===== src/rtl/alu8_pkg.sv =====
package alu8_pkg;
  localparam int OPW   = 4;
  localparam int NFLAG = 5;

  // status bit positions
  localparam int FLG_C  = 0;
  localparam int FLG_DC = 1;
  localparam int FLG_Z  = 2;
  localparam int FLG_OV = 3;
  localparam int FLG_N  = 4;

  typedef enum logic [OPW-1:0] {
    OP_ADD    = 4'd0,
    OP_ADDC   = 4'd1,
    OP_SUBW   = 4'd2,
    OP_SUBFWB = 4'd3,
    OP_SUBWFB = 4'd4,
    OP_SUBL   = 4'd5,
    OP_SWAP   = 4'd6,
    OP_AND    = 4'd7
  } alu_op_e;

  typedef enum logic {SEL_ARITH = 1'b0, SEL_LOGIC = 1'b1} res_sel_e;
endpackage


===== src/rtl/alu8_adder.sv =====
module alu8_adder #(
  parameter int W = 8
) (
  input  logic [W-1:0] a,
  input  logic [W-1:0] b,
  input  logic         inv_b,
  input  logic         cin,
  output logic [W-1:0] sum,
  output logic         cout,
  output logic         hcout,
  output logic         ovf
);
  localparam int HALF = W / 2;

  logic [W-1:0]  bb;
  logic [W:0]    full;
  logic [HALF:0] low;

  assign bb   = inv_b ? ~b : b;
  assign full = {1'b0, a} + {1'b0, bb} + {{W{1'b0}}, cin};
  assign low  = {1'b0, a[HALF-1:0]} + {1'b0, bb[HALF-1:0]} + {{HALF{1'b0}}, cin};

  assign sum   = full[W-1:0];
  assign cout  = full[W];
  assign hcout = low[HALF];
  assign ovf   = (a[W-1] == bb[W-1]) && (full[W-1] != a[W-1]);
endmodule


===== src/rtl/alu8_logic.sv =====
module alu8_logic #(
  parameter int W = 8
) (
  input  logic [W-1:0] a,
  input  logic [W-1:0] b,
  input  logic         do_swap,
  output logic [W-1:0] y
);
  localparam int HALF = W / 2;

  logic [W-1:0] swapped;

  genvar gi;
  generate
    for (gi = 0; gi < HALF; gi++) begin : g_nib
      assign swapped[gi]        = b[gi + HALF];
      assign swapped[gi + HALF] = b[gi];
    end
  endgenerate

  assign y = do_swap ? swapped : (a & b);
endmodule


===== src/rtl/alu8_status.sv =====
module alu8_status #(
  parameter int NF = 5
) (
  input  logic          clk,
  input  logic          rst,
  input  logic          load,
  input  logic [NF-1:0] mask,
  input  logic [NF-1:0] next,
  output logic [NF-1:0] q
);
  always_ff @(posedge clk) begin
    if (rst)       q <= '0;
    else if (load) q <= (q & ~mask) | (next & mask);
  end
endmodule


===== src/rtl/alu8_flags.sv =====
module alu8_flags
  import alu8_pkg::*;
#(
  parameter int W = 8
) (
  input  logic             clk,
  input  logic             rst,
  input  logic             op_valid,
  input  logic [OPW-1:0]   op_code,
  input  logic             dest_in,
  input  logic [W-1:0]     w_opnd,
  input  logic [W-1:0]     f_opnd,
  output logic [W-1:0]     result,
  output logic             dest_out,
  output logic [NFLAG-1:0] status,
  output logic             valid_out
);
  localparam logic [NFLAG-1:0] M_ALL = {NFLAG{1'b1}};
  localparam logic [NFLAG-1:0] M_NZ  = NFLAG'((1 << FLG_N) | (1 << FLG_Z));

  logic [W-1:0]     add_a, add_b, add_sum, log_y, res_d;
  logic             add_inv, add_cin, add_c, add_dc, add_ov;
  logic             is_def, do_swap;
  res_sel_e         sel;
  logic [NFLAG-1:0] fmask, fnext;
  logic             c_q;

  assign c_q = status[FLG_C];

  always_comb begin
    add_a   = w_opnd;
    add_b   = f_opnd;
    add_inv = 1'b0;
    add_cin = 1'b0;
    sel     = SEL_ARITH;
    do_swap = 1'b0;
    fmask   = M_ALL;
    is_def  = 1'b1;
    case (op_code)
      OP_ADD:    ;
      OP_ADDC:   add_cin = c_q;
      OP_SUBW,
      OP_SUBL: begin
        add_a = f_opnd; add_b = w_opnd; add_inv = 1'b1; add_cin = 1'b1;
      end
      OP_SUBFWB: begin
        add_inv = 1'b1; add_cin = c_q;
      end
      OP_SUBWFB: begin
        add_a = f_opnd; add_b = w_opnd; add_inv = 1'b1; add_cin = c_q;
      end
      OP_SWAP: begin
        sel = SEL_LOGIC; do_swap = 1'b1; fmask = '0;
      end
      OP_AND: begin
        sel = SEL_LOGIC; fmask = M_NZ;
      end
      default: begin
        is_def = 1'b0; fmask = '0;
      end
    endcase
  end

  alu8_adder #(.W(W)) u_add (
    .a(add_a), .b(add_b), .inv_b(add_inv), .cin(add_cin),
    .sum(add_sum), .cout(add_c), .hcout(add_dc), .ovf(add_ov)
  );

  alu8_logic #(.W(W)) u_log (
    .a(w_opnd), .b(f_opnd), .do_swap(do_swap), .y(log_y)
  );

  assign res_d = (sel == SEL_LOGIC) ? log_y : add_sum;

  always_comb begin
    fnext         = '0;
    fnext[FLG_N]  = res_d[W-1];
    fnext[FLG_OV] = add_ov;
    fnext[FLG_Z]  = (res_d == '0);
    fnext[FLG_DC] = add_dc;
    fnext[FLG_C]  = add_c;
  end

  alu8_status #(.NF(NFLAG)) u_st (
    .clk(clk), .rst(rst), .load(op_valid && is_def),
    .mask(fmask), .next(fnext), .q(status)
  );

  always_ff @(posedge clk) begin
    if (rst) begin
      result    <= '0;
      dest_out  <= 1'b0;
      valid_out <= 1'b0;
    end else begin
      valid_out <= op_valid && is_def;
      if (op_valid && is_def) begin
        result   <= res_d;
        dest_out <= dest_in;
      end
    end
  end
endmodule


===== config.mk =====
export PLATFORM = sky130hd
export DESIGN_NAME = alu8_flags
export DESIGN_NICKNAME = d
export VERILOG_FILES = /design/src/rtl/alu8_pkg.sv /design/src/rtl/alu8_adder.sv /design/src/rtl/alu8_logic.sv /design/src/rtl/alu8_status.sv /design/src/rtl/alu8_flags.sv
export SDC_FILE = /design/constraint.sdc
export NUM_CORES = 1
export LEC_CHECK = 0
export CORE_MARGIN = 2
export CORE_UTILIZATION = 40
export DETAILED_ROUTE_END_ITERATION = 6
export DONT_BUFFER_PORTS = 1
export HOLD_SLACK_MARGIN = 0.06
export PLACE_DENSITY = 0.64
export SLEW_MARGIN = 20
export SYNTH_ARGS = -nofsm -noshare
export SYNTH_HDL_FRONTEND = slang
export SYNTH_SLANG_ARGS = --single-unit
export TNS_END_PERCENT = 1

===== constraint.sdc =====
create_clock -name clk -period 3.6 [get_ports clk]
set_input_delay 0.18 -clock clk [delete_from_list [all_inputs] [get_ports clk]]
set_output_delay 0.18 -clock clk [all_outputs]
set_load 0.02 [all_outputs]

==> summary.txt <==
Timing
  • Final Slew Violations: 0
  • Worst-margin pin slew: 932 ps
  • Highest Clock Rate: 328 MHz
  • Rel. slew slack: 0.377
  • Fin crit period: 3050 ps
  • Tcrit/Tclk final: 0.847
  • WHS: 77.9 ps
  • Final setup fails: 0
  • Hold Fails Final Rpt: 0
  • Final Skew: 0.370 ps
  • Slack of the critical path: 550 ps
  • RSZ-0062 raised after global routing: no
  • Setup TNS: 0 ps

Setup path
  • Crit. End Element: flip-flop
  • Crit start category: input port
  • CP required: 3780 ps
  • CP Class: in2reg
  • R2R depth: 9
  • Crit path DAT: 3230 ps
  • Max FO, Critical Path: 8

Drt
  • Via count: 1,365
  • DR top layer: met4
  • Pre-Repair DR Iteration Count: 4
  • DRC: 0
  • Metal3 WL: 223 um
  • Antenna-violating nets left: 0
  • WL/cell: 16.3 um
  • Total wire length: 3780 um
  • Met2 WL post-DR: 1800 um
  • Initial DRC count: 78
  • WL met1: 1690 um
  • Vias per inst: 5.88

CTS
  • Clock tree buffer depth: 2
  • Clock sinks: 15
  • Worst skew pair latency: 240 ps
  • PostCTS Resize Cnt: 0
  • Clock Tree Root: clkbuf_8
  • Htree depth: 1
  • Worst-path clk slew: 60 ps
  • CTS tree: built
  • Num CTS Buffers: 3

Min path
  • Hold Path Cell Cnt: 2
  • Hold Crit Class: in2reg

Place
  • Placed Instances: 227
  • Post-place setup slack: 352 ps
  • I/O Buffers: 0
  • Routability cong.: 0.835
  • Dpl hpwl: 2950 um
  • Placed Area: 1550 um^2

Global routing
  • Vias in the first global route: 1,271
  • Total grt overflow: 0
  • GRT Total Usage: 0.185
  • Global-route wire length before repair: 6240 um
  • Largest net degree at the start of global routing: 15
  • Initial antenna violation count: 0

Logic synthesis
  • Count leader, synth: nor2_1
  • Sequential area share after synthesis: 0.198
  • Yosys warning count: 0
  • Distinct cells, synth: 48
  • Asr flop ratio synth: 0
  • Top FF cell, synth: dfxtp_1
  • Cells after Synth: 186
  • Yosys top cell area share: 0.198
  • Syn avg cell area: 8.15 um^2
  • Cell taking the most area after synthesis: dfxtp_1
  • Synth cell count leaders: 22 x nor2_1, 16 x a21oi_1, 15 x dfxtp_1
  • Post-synthesis cell area: 1520 um^2
  • EDFF count, synth: 0
  • Top post-synthesis cells by area: dfxtp_1 20%, mux2i_1 6.6%, a211oi_1 5.9%
  • Synth Net Count: 219
  • Seq cells post-synth: 15

Finish
  • NumNets Final: 218
  • Final core occ: 0.438
  • Layout Area Growth over Synthesis: 5.78%
  • Antenna diodes: 0
  • Multi-input logic area: 1160 um^2
  • Number of fill cells in the layout: 370
  • Ratio of cells with drive above 1 in the final layout: 0.0761
  • Final Non-Filler Cells: 232
  • Final instance area: 1600 um^2
  • Register area: 300 um^2

Floorplan
  • Row count: 22
  • I/O pins: 39
  • Die W: 65.5 um
  • Die Ht: 65.5 um
  • Starting density of the core: 0.414
  • Core Box Area: 3660 um^2
  • Die area: 4300 um^2

Power and ir drop
  • Internal: 0.384 mW
  • Tot Pwr: 0.616 mW
  • Pleak: 0.578 nW
  • Logic pwr share: 0.455
  • Psw: 0.232 mW
  • Sequential Power Share: 0.329
  • Peak VDD IR: 0.169 mV
  • Sw frac: 0.377
  • Clk pwr share: 0.216
  • Power per Cell Area: 384 nW/um^2

Outcome
  • Outcome: finished clean

Flow run
  • Maxcap violations: 0
[layer usage]
metal	up-vias	GRT usage
met1	644	0.249
met4	0	0.0365
li1	679	-
met5	-	0
met3	4	0.0428
met2	38	0.302
[timing repair]
action	in CTS	in global routing
endpoints found under the hold margin	14	0
buffers inserted	0	0
hold buffers	1	0
[cells by family after synthesis]
family / Yosys count / share of synthesized area
adders and majority gates: 9 / 0.0842
AOI/OAI and AO/OA: 48 / 0.213
and+or+nand+nor: 71 / 0.257
muxes: 20 / 0.143
buffers and inverters: 11 / 0.0355
DFF: 15 / 0.198
xor gates and xnor gates: 12 / 0.0694
[critical path, cell delays in order]
cell and delay (ps):
or3b_1 410, a21oi_4 220, buf_4 200, mux2_1 340
xor2_1 150, ha_1 350, o21ai_0 130, o21ai_0 340
mux2_2 390, nor3b_2 260, nand4b_1 130, o21ai_1 120
[cell usage in the layout (no fill, tap or decap), types with 2 or more instances in the layout]
cell	Yosys	routed
nand3_1	5	5
buf_4	0	3
mux2_1	8	8
nor2_1	22	22
nand3b_1	2	2
fa_1	2	2
o21ai_1	4	4
xor2_1	2	2
nor3b_1	4	4
a21o_1	2	2
and3b_1	2	2
xnor2_1	10	10
nor2b_1	3	3
nand2_1	11	11
ha_1	7	7
clkbuf_8	0	3
o21a_1	2	2
a211oi_1	12	12
mux2i_1	10	10
nor4_1	2	2
a21oi_1	16	16
o21ai_0	3	3
dfxtp_1	15	15
nand2b_1	3	3
nor3_1	5	5
and3_1	3	3
[path summary, 6_finish.rpt]
kind / startpoint / to / slack (ps)
worst max register to register: flip-flop / flip-flop / 760
worst max-delay path: op_code[0] / flip-flop / 550
worst min-delay path: dest_in / dest_out / 80
worst min register to register: result[2] / result[2] / 560
[power groups by stage]
| stage | clock [mW] | sequential, mW | combinational, mW |
|---|---|---|---|
| 2_1_floorplan | 0 | 0.204 | 0.228 |
| 3_3_place_gp | 0 | 0.207 | 0.271 |
| 3_5_place_dp | 0 | 0.207 | 0.272 |
| 4_1_cts | 0.138 | 0.203 | 0.277 |
| 5_1_grt | 0.145 | 0.205 | 0.309 |
| 6_report | 0.133 | 0.203 | 0.280 |
[cell type report]
cell class	instances	area share
clock buffer	4	0.0281
multi-input combinational	160	0.724
inverter	1	0.00234
timing repair buffer	4	0.0203
sequential	15	0.187
tap	48	0.0375
Note: power is estimated with default switching activity, not from simulation.
